===== config.mk =====
export PLATFORM = sky130hd
export DESIGN_NAME = tcam_route_table
export DESIGN_NICKNAME = d
export VERILOG_FILES = /design/src/rtl/tcam_pkg.sv /design/src/rtl/tcam_slot.sv /design/src/rtl/tcam_low_pick.sv /design/src/rtl/tcam_search_ctl.sv /design/src/rtl/tcam_route_table.sv
export SDC_FILE = /design/constraint.sdc
export NUM_CORES = 1
export LEC_CHECK = 0
export ABC_AREA = 1
export CAP_MARGIN = 20
export CORE_ASPECT_RATIO = 0.7
export CORE_MARGIN = 2
export CORE_UTILIZATION = 58
export DETAILED_ROUTE_END_ITERATION = 8
export GPL_ROUTABILITY_DRIVEN = 0
export HOLD_SLACK_MARGIN = 0.15
export PLACE_DENSITY = 0.78
export SYNTH_ARGS = -nofsm -noshare
export SYNTH_HDL_FRONTEND = slang
export SYNTH_SLANG_ARGS = --single-unit

===== constraint.sdc =====
create_clock -name clk -period 4.4 [get_ports clk]
set_input_delay 0.66 -clock clk [delete_from_list [all_inputs] [get_ports clk]]
set_output_delay 0.66 -clock clk [all_outputs]
set_load 0.02 [all_outputs]

===== src/rtl/tcam_pkg.sv =====
package tcam_pkg;
  typedef enum logic [1:0] {
    ST_INVALID  = 2'b00,
    ST_VALID    = 2'b01,
    ST_HIT      = 2'b10,
    ST_UPDATING = 2'b11
  } slot_state_e;

  typedef enum logic [1:0] {
    MC_NOP    = 2'b00,
    MC_WRITE  = 2'b01,
    MC_DELETE = 2'b10,
    MC_MARK   = 2'b11
  } maint_cmd_e;

  typedef enum logic [1:0] {
    PH_IDLE = 2'b00,
    PH_CMP  = 2'b01,
    PH_WAIT = 2'b10
  } search_phase_e;
endpackage


===== src/rtl/tcam_slot.sv =====
module tcam_slot
  import tcam_pkg::*;
#(
  parameter int KEY_W = 16
) (
  input  logic             clk,
  input  logic             rst_n,
  input  logic [KEY_W-1:0] cmp_key,
  input  logic             cmd_en,
  input  maint_cmd_e       cmd,
  input  logic [KEY_W-1:0] cmd_value,
  input  logic [KEY_W-1:0] cmd_mask,
  input  logic             hit_set,
  input  logic             hit_release,
  output slot_state_e      state_o,
  output logic             match_o
);
  logic [KEY_W-1:0] value_q, mask_q;
  slot_state_e      state_q;

  function automatic logic ternary_eq(input logic [KEY_W-1:0] k,
                                      input logic [KEY_W-1:0] v,
                                      input logic [KEY_W-1:0] m);
    return ((k ^ v) & m) == '0;
  endfunction

  assign state_o = state_q;
  assign match_o = (state_q != ST_INVALID) && ternary_eq(cmp_key, value_q, mask_q);

  always_ff @(posedge clk) begin
    if (!rst_n) begin
      state_q <= ST_INVALID;
      value_q <= '0;
      mask_q  <= '0;
    end else if (hit_set) begin
      state_q <= ST_HIT;
    end else if (hit_release && state_q == ST_HIT) begin
      state_q <= ST_VALID;
    end else if (cmd_en && state_q != ST_HIT) begin
      case (cmd)
        MC_WRITE: begin
          value_q <= cmd_value;
          mask_q  <= cmd_mask;
          state_q <= ST_VALID;
        end
        MC_DELETE: state_q <= ST_INVALID;
        MC_MARK:   if (state_q != ST_INVALID) state_q <= ST_UPDATING;
        default:   state_q <= state_q;
      endcase
    end
  end


  hit_lock_chk: assert property (@(posedge clk) disable iff (!rst_n)
    (state_q == ST_HIT && !hit_release) |=> state_q == ST_HIT);


  empty_quiet_chk: assert property (@(posedge clk) disable iff (!rst_n)
    (cmd_en && cmd == MC_DELETE && state_q != ST_HIT && !hit_set)
      |=> (state_q == ST_INVALID && !match_o));
endmodule


===== src/rtl/tcam_low_pick.sv =====
module tcam_low_pick #(
  parameter int N     = 8,
  parameter int IDX_W = $clog2(N)
) (
  input  logic [N-1:0]     req,
  output logic             found,
  output logic [IDX_W-1:0] idx
);
  always_comb begin
    idx = '0;
    for (int i = N - 1; i >= 0; i--) begin
      if (req[i]) idx = IDX_W'(i);
    end
  end
  assign found = |req;
endmodule


===== src/rtl/tcam_search_ctl.sv =====
module tcam_search_ctl
  import tcam_pkg::*;
#(
  parameter int KEY_W = 16,
  parameter int IDX_W = 3
) (
  input  logic             clk,
  input  logic             rst_n,
  input  logic             search_req,
  input  logic [KEY_W-1:0] search_key,
  input  logic             win_found,
  input  logic [IDX_W-1:0] win_idx,
  input  slot_state_e      win_state,
  input  logic             result_ack,
  output logic [KEY_W-1:0] cr_key,
  output logic             busy,
  output logic             match_flag,
  output logic             result_valid,
  output logic [IDX_W-1:0] result_idx,
  output logic             hit_set,
  output logic [IDX_W-1:0] hit_idx,
  output logic             release_pulse
);
  search_phase_e phase_q;

  assign busy          = phase_q != PH_IDLE;
  assign hit_set       = phase_q == PH_CMP && win_found && win_state == ST_VALID;
  assign hit_idx       = win_idx;
  assign release_pulse = phase_q == PH_WAIT && result_ack;

  always_ff @(posedge clk) begin
    if (!rst_n) begin
      phase_q      <= PH_IDLE;
      cr_key       <= '0;
      match_flag   <= 1'b0;
      result_valid <= 1'b0;
      result_idx   <= '0;
    end else begin
      case (phase_q)
        PH_IDLE: begin
          result_valid <= 1'b0;
          if (search_req) begin
            cr_key  <= search_key;
            phase_q <= PH_CMP;
          end
        end
        PH_CMP: begin
          if (win_found) begin
            match_flag <= 1'b1;
            if (win_state == ST_VALID) begin
              result_valid <= 1'b1;
              result_idx   <= win_idx;
              phase_q      <= PH_WAIT;
            end
          end else begin
            match_flag   <= 1'b0;
            result_valid <= 1'b1;
            result_idx   <= '0;
            phase_q      <= PH_IDLE;
          end
        end
        PH_WAIT: begin
          if (result_ack) begin
            match_flag   <= 1'b0;
            result_valid <= 1'b0;
            phase_q      <= PH_IDLE;
          end
        end
        default: phase_q <= PH_IDLE;
      endcase
    end
  end


  key_hold_chk: assert property (@(posedge clk) disable iff (!rst_n)
    (busy && $past(busy)) |-> $stable(cr_key));


  miss_pulse_chk: assert property (@(posedge clk) disable iff (!rst_n)
    (result_valid && !match_flag) |=> !result_valid || busy);
endmodule


===== src/rtl/tcam_route_table.sv =====
module tcam_route_table
  import tcam_pkg::*;
#(
  parameter int N     = 8,
  parameter int KEY_W = 16,
  parameter int IDX_W = $clog2(N)
) (
  input  logic             clk,
  input  logic             rst_n,
  input  logic             search_req,
  input  logic [KEY_W-1:0] search_key,
  output logic             search_busy,
  output logic             match_flag,
  output logic             result_valid,
  output logic [IDX_W-1:0] result_idx,
  input  logic             result_ack,
  input  logic [1:0]       maint_cmd,
  input  logic [IDX_W-1:0] maint_idx,
  input  logic [KEY_W-1:0] maint_value,
  input  logic [KEY_W-1:0] maint_mask,
  output logic [IDX_W-1:0] next_free,
  output logic             table_full
);
  logic [KEY_W-1:0] cr_key;
  slot_state_e      slot_state [N];
  logic [N-1:0]     slot_match;
  logic [N-1:0]     slot_empty;
  logic             win_found, free_found;
  logic [IDX_W-1:0] win_idx, hit_idx;
  logic             hit_set, release_pulse;
  maint_cmd_e       cmd_e;

  assign cmd_e = maint_cmd_e'(maint_cmd);

  for (genvar g = 0; g < N; g++) begin : g_slot
    tcam_slot #(.KEY_W(KEY_W)) slot_i (
      .clk        (clk),
      .rst_n      (rst_n),
      .cmp_key    (cr_key),
      .cmd_en     (cmd_e != MC_NOP && maint_idx == IDX_W'(g)),
      .cmd        (cmd_e),
      .cmd_value  (maint_value),
      .cmd_mask   (maint_mask),
      .hit_set    (hit_set && hit_idx == IDX_W'(g)),
      .hit_release(release_pulse && result_idx == IDX_W'(g)),
      .state_o    (slot_state[g]),
      .match_o    (slot_match[g])
    );
    assign slot_empty[g] = slot_state[g] == ST_INVALID;
  end

  tcam_low_pick #(.N(N), .IDX_W(IDX_W)) win_pick_i (
    .req(slot_match), .found(win_found), .idx(win_idx));

  tcam_low_pick #(.N(N), .IDX_W(IDX_W)) free_pick_i (
    .req(slot_empty), .found(free_found), .idx(next_free));

  assign table_full = !free_found;

  tcam_search_ctl #(.KEY_W(KEY_W), .IDX_W(IDX_W)) ctl_i (
    .clk          (clk),
    .rst_n        (rst_n),
    .search_req   (search_req),
    .search_key   (search_key),
    .win_found    (win_found),
    .win_idx      (win_idx),
    .win_state    (slot_state[win_idx]),
    .result_ack   (result_ack),
    .cr_key       (cr_key),
    .busy         (search_busy),
    .match_flag   (match_flag),
    .result_valid (result_valid),
    .result_idx   (result_idx),
    .hit_set      (hit_set),
    .hit_idx      (hit_idx),
    .release_pulse(release_pulse)
  );


  hit_locked_chk: assert property (@(posedge clk) disable iff (!rst_n)
    (result_valid && match_flag) |-> slot_state[result_idx] == ST_HIT);


  result_hold_chk: assert property (@(posedge clk) disable iff (!rst_n)
    (result_valid && match_flag && !result_ack)
      |=> (result_valid && match_flag && $stable(result_idx)));


  free_slot_chk: assert property (@(posedge clk) disable iff (!rst_n)
    !table_full |-> slot_state[next_free] == ST_INVALID);


  lowest_win_chk: assert property (@(posedge clk) disable iff (!rst_n)
    win_found |-> (slot_match[win_idx] &&
                   (slot_match & ((N'(1) << win_idx) - N'(1))) == '0));


  suspend_chk: assert property (@(posedge clk) disable iff (!rst_n)
    (search_busy && win_found && slot_state[win_idx] == ST_UPDATING && !result_valid)
      |=> (match_flag && !result_valid));
endmodule


==> results.md <==
* Status: finished clean
* Power per cell area at 366 mW/mm2
* Count of buffers inserted at the top-level ports at 66
* Top cells by area in the synthesized netlist: sky130_fd_sc_hd__dfxtp_1 38%, sky130_fd_sc_hd__nand2_1 12%, sky130_fd_sc_hd__nand3_1 11%
* First-pass GRT wire length at 74.3 mm
* Setup TNS at 0 ns
* Initial cell density of the core at 0.586
* Final worst clock skew at 0.0168 ns
* Post-Synthesis Cell Area at 0.0155 mm2
* Number of clock sinks at 295
* Post-layout minimum cycle time at 3.94 ns
* Growth of design area from synthesis to finish at 9.59%
* Resized Gates After CTS at 0
* IO Pins at 67
* Placed wire-length estimate at 31.3 mm
* CTS root buffer: sky130_fd_sc_hd__clkbuf_16
* Pin count of the biggest net entering global routing at 100
* Distinct cell type count of the synthesized netlist at 37
* CTS tree: built
* Number of optimization iterations in the first detailed-route pass at 6
* Overall die area at 0.0281 mm2
* Max Clk Rate at 254 MHz
* Core ar. at 0.0265 mm2
* Max-slew violation total from the final report at 0
* Util after Layout at 0.642
* Unrepaired setup endpoints after global routing: no
* Die Width at 200 um
* Final Power at 6.23 mW
* Number of global-route vias before repair at 13,400
* Filler cell count at 2,437
* Worst-path maximum fanout at 40
* Yosys reg bits at 295
* Hold Violations, Final at 0
* Hold Buf Count CTS at 0
* Post-CTS setup repair buffer count at 0
* Nature of the critical path startpoint: flop
* Die Y-Extent at 141 um
* Cell type contributing the most total cell area after synthesis: sky130_fd_sc_hd__dfxtp_1
* Post-synth top area share at 0.380
* Average instance area after synthesis at 6.52 um2
* Number of clock buffers inserted by TritonCTS at 30
* Number of DRC violations after detailed routing at 0
* Average wire length per cell after detail routing at 17.4 um
* Slew of the pin with the lowest slew margin at 0.790 ns
* Clock slew seen by the registers of the worst setup and hold paths at 0.06 ns
* Overall overflow remaining after global route at 0
* Number of warnings issued by yosys at 0
* Sequential Area at 0.00591 mm2
* Inserted Diodes at 0
* Arrival time at the worst endpoint at 4.40 ns
* Clk_lat worst skew at 0.58 ns
* Clock tree buffer depth at 3
* H-Tree Level Count at 1
* Final period utilization at 0.895
* Synthesized netlist cell count at 2,383
* Leakage power of the design at 6.97 nW
* Multi-input logic area at 0.00811 mm2
* IR Drop Worst-Case VDD at 0.310 mV
* Number of antenna violations at the first check in global routing at 0
* Average vias per placed instance at 5.74
* Final Routed Wirelength at 47.5 mm
* Seq/Total Area, Yosys at 0.380
* Total number of nets in the final design at 2,411
* Worst slew slack as a fraction of its limit at 0.474
* DR vias at 15,700
* Post-synth net total at 2,444
* Core Rows at 50
* Endpoint kind of the worst setup timing path: flop
* Max-cap violations at 0
* Path type of the worst setup path: flop to flop
* Initial detailed-routing violation count at 1,927
* Final setup violation count at 0
* Data required time of the worst path at 4.87 ns
* Antenna Nets Post-Route at 0
* Layout cells sized above 1 at 0.0518
* Aggregate global-route resource usage at 0.335
* Type of the worst min-delay path: flop to flop
[Yosys cell counts]
master                     count
sky130_fd_sc_hd__a211oi_1      1
sky130_fd_sc_hd__a21oi_1     309
sky130_fd_sc_hd__a21oi_4       1
sky130_fd_sc_hd__a31oi_1       1
sky130_fd_sc_hd__buf_12        1
sky130_fd_sc_hd__buf_2        39
sky130_fd_sc_hd__buf_4        25
sky130_fd_sc_hd__buf_6        31
sky130_fd_sc_hd__buf_8         1
sky130_fd_sc_hd__clkbuf_1     62
sky130_fd_sc_hd__dfxtp_1     295
sky130_fd_sc_hd__ha_1          4
sky130_fd_sc_hd__inv_1       157
sky130_fd_sc_hd__inv_2         5
sky130_fd_sc_hd__nand2_1     510
sky130_fd_sc_hd__nand2_2       8
sky130_fd_sc_hd__nand2_4       2
sky130_fd_sc_hd__nand3_1     352
sky130_fd_sc_hd__nand3_2       4
sky130_fd_sc_hd__nand3_4       6
sky130_fd_sc_hd__nand3b_1      5
sky130_fd_sc_hd__nand4_1      11
sky130_fd_sc_hd__nor2_1      427
sky130_fd_sc_hd__nor2_2        4
sky130_fd_sc_hd__nor2_4        1
sky130_fd_sc_hd__nor3_1       11
sky130_fd_sc_hd__nor4_1        1
sky130_fd_sc_hd__o211ai_1      7
sky130_fd_sc_hd__o21a_1        1
sky130_fd_sc_hd__o21ai_0      29
sky130_fd_sc_hd__o21ai_1      17
sky130_fd_sc_hd__o221ai_1      5
sky130_fd_sc_hd__o22ai_1       4
sky130_fd_sc_hd__or2_0         2
sky130_fd_sc_hd__or2_1        16
sky130_fd_sc_hd__or2_2         8
sky130_fd_sc_hd__xor2_1       20
[metal layers]
layer / routed length, um / up-vias / GRT usage
met3: 5520 / 93 / 0.0615
met4: 1530 / 0 / 0.0908
met5: 0 / - / 0
li1: - / 7629 / -
met1: 21000 / 7131 / 0.512
met2: 19400 / 861 / 0.477
[cell families (layout without fill, tap and decap cells)]
group | count (synthesis) | count (layout) | share of synthesized area
buffers and inverters | 321 | 310 | 0.103
DFF | 295 | 295 | 0.380
and+or+nand+nor | 1368 | 1369 | 0.377
AOI/OAI and AO/OA | 375 | 375 | 0.125
xor gates and xnor gates | 20 | 20 | 0.0113
adders and majority gates | 4 | 4 | 0.00322
[critical path, stage by stage, from the launching register on]
cell and delay (ns):
sky130_fd_sc_hd__dfxtp_1 0.70, sky130_fd_sc_hd__nand2_1 0.10, sky130_fd_sc_hd__nand2_1 0.08, sky130_fd_sc_hd__nor2_1 0.04, sky130_fd_sc_hd__nor2_1 0.09, sky130_fd_sc_hd__nand2_1 0.05
sky130_fd_sc_hd__nor2_1 0.26, sky130_fd_sc_hd__nand3_1 0.20, sky130_fd_sc_hd__nand2_1 0.12, sky130_fd_sc_hd__nand2_1 0.05, sky130_fd_sc_hd__nand2_1 0.08, sky130_fd_sc_hd__nand2_2 0.07
sky130_fd_sc_hd__nand2_4 0.09, sky130_fd_sc_hd__nand2_2 0.07, sky130_fd_sc_hd__nand3_1 0.13, sky130_fd_sc_hd__nor2_1 0.06, sky130_fd_sc_hd__nor2_1 0.12, sky130_fd_sc_hd__nand3_2 0.11
sky130_fd_sc_hd__nand2_2 0.39, sky130_fd_sc_hd__nand3_4 0.43, sky130_fd_sc_hd__buf_12 0.33, sky130_fd_sc_hd__a21oi_1 0.16, sky130_fd_sc_hd__nor2_1 0.06
[final cells by class]
class	instances	area share
clock buffer	45	0.0509
clock inverter	10	0.00838
inverter	162	0.0357
multi-input combinational	1768	0.476
sequential	295	0.347
tap	364	0.0267
timing repair buffer	93	0.0553
[placed cells by master (no fill, tap or decap), types with 8 or more instances in the layout]
cell                                n
sky130_fd_sc_hd__nand2_2            8
sky130_fd_sc_hd__clkbuf_1           9
sky130_fd_sc_hd__nand4_1           11
sky130_fd_sc_hd__nand3_1          351
sky130_fd_sc_hd__dfxtp_1          295
sky130_fd_sc_hd__o21ai_0           29
sky130_fd_sc_hd__nand2_1          510
sky130_fd_sc_hd__or2_1             16
sky130_fd_sc_hd__a21oi_1          309
sky130_fd_sc_hd__xor2_1            20
sky130_fd_sc_hd__buf_4             21
sky130_fd_sc_hd__nor2_4             9
sky130_fd_sc_hd__clkbuf_16         30
sky130_fd_sc_hd__clkdlybuf4s50_1   65
sky130_fd_sc_hd__nor2_1           419
sky130_fd_sc_hd__nor3_1            11
sky130_fd_sc_hd__inv_1            157
sky130_fd_sc_hd__or2_2              8
sky130_fd_sc_hd__o21ai_1           17
[metrics by stage]
step                setup slack [ns]  area (um2)  hold WS, ns  std cells
finish                         0.463       17000        0.482       2737
global route                   0.117       17000        0.496       2737
CTS                            0.479       17000        0.481       2736
detailed placement             0.512       16000        0.464       2681
global placement               0.636       16000        0.458       2681
floorplan                       1.88       15500        0.445       2383
[flip-flops by register name, indices dropped and copies added (netlist names)]
| signal | flops |
|---|---|
| g_slot.slot_i.mask_q | 128 |
| g_slot.slot_i.value_q | 128 |
| ctl_i.cr_key | 16 |
| g_slot.slot_i.state_o | 16 |
| ctl_i.result_idx | 3 |
| ctl_i.phase_q | 2 |
| ctl_i.match_flag | 1 |
| ctl_i.result_valid | 1 |
[final timing paths]
| check | cells after the start | from | slack (ns) | endpoint |
|---|---|---|---|---|
| setup reg to reg | 22 | ctl_i.cr_key[12] | 0.46 | g_slot[2].slot_i.mask_q[2] |
| setup / recovery | 22 | ctl_i.cr_key[12] | 0.46 | g_slot[2].slot_i.mask_q[2] |
| hold / removal | 2 | g_slot[1].slot_i.mask_q[0] | 0.48 | g_slot[1].slot_i.mask_q[0] |
| hold reg to reg | 2 | g_slot[1].slot_i.mask_q[0] | 0.48 | g_slot[1].slot_i.mask_q[0] |
[report_power, final]
part	internal, mW	switching [mW]	leakage, nW	total [mW]
logic	0.255	0.491	4.09	0.746
clock network	1.54	1.10	0.493	2.63
registers	2.74	0.112	2.39	2.85
total	4.53	1.70	6.97	6.23
No activity file was read; power rests on OpenSTA's default activity.
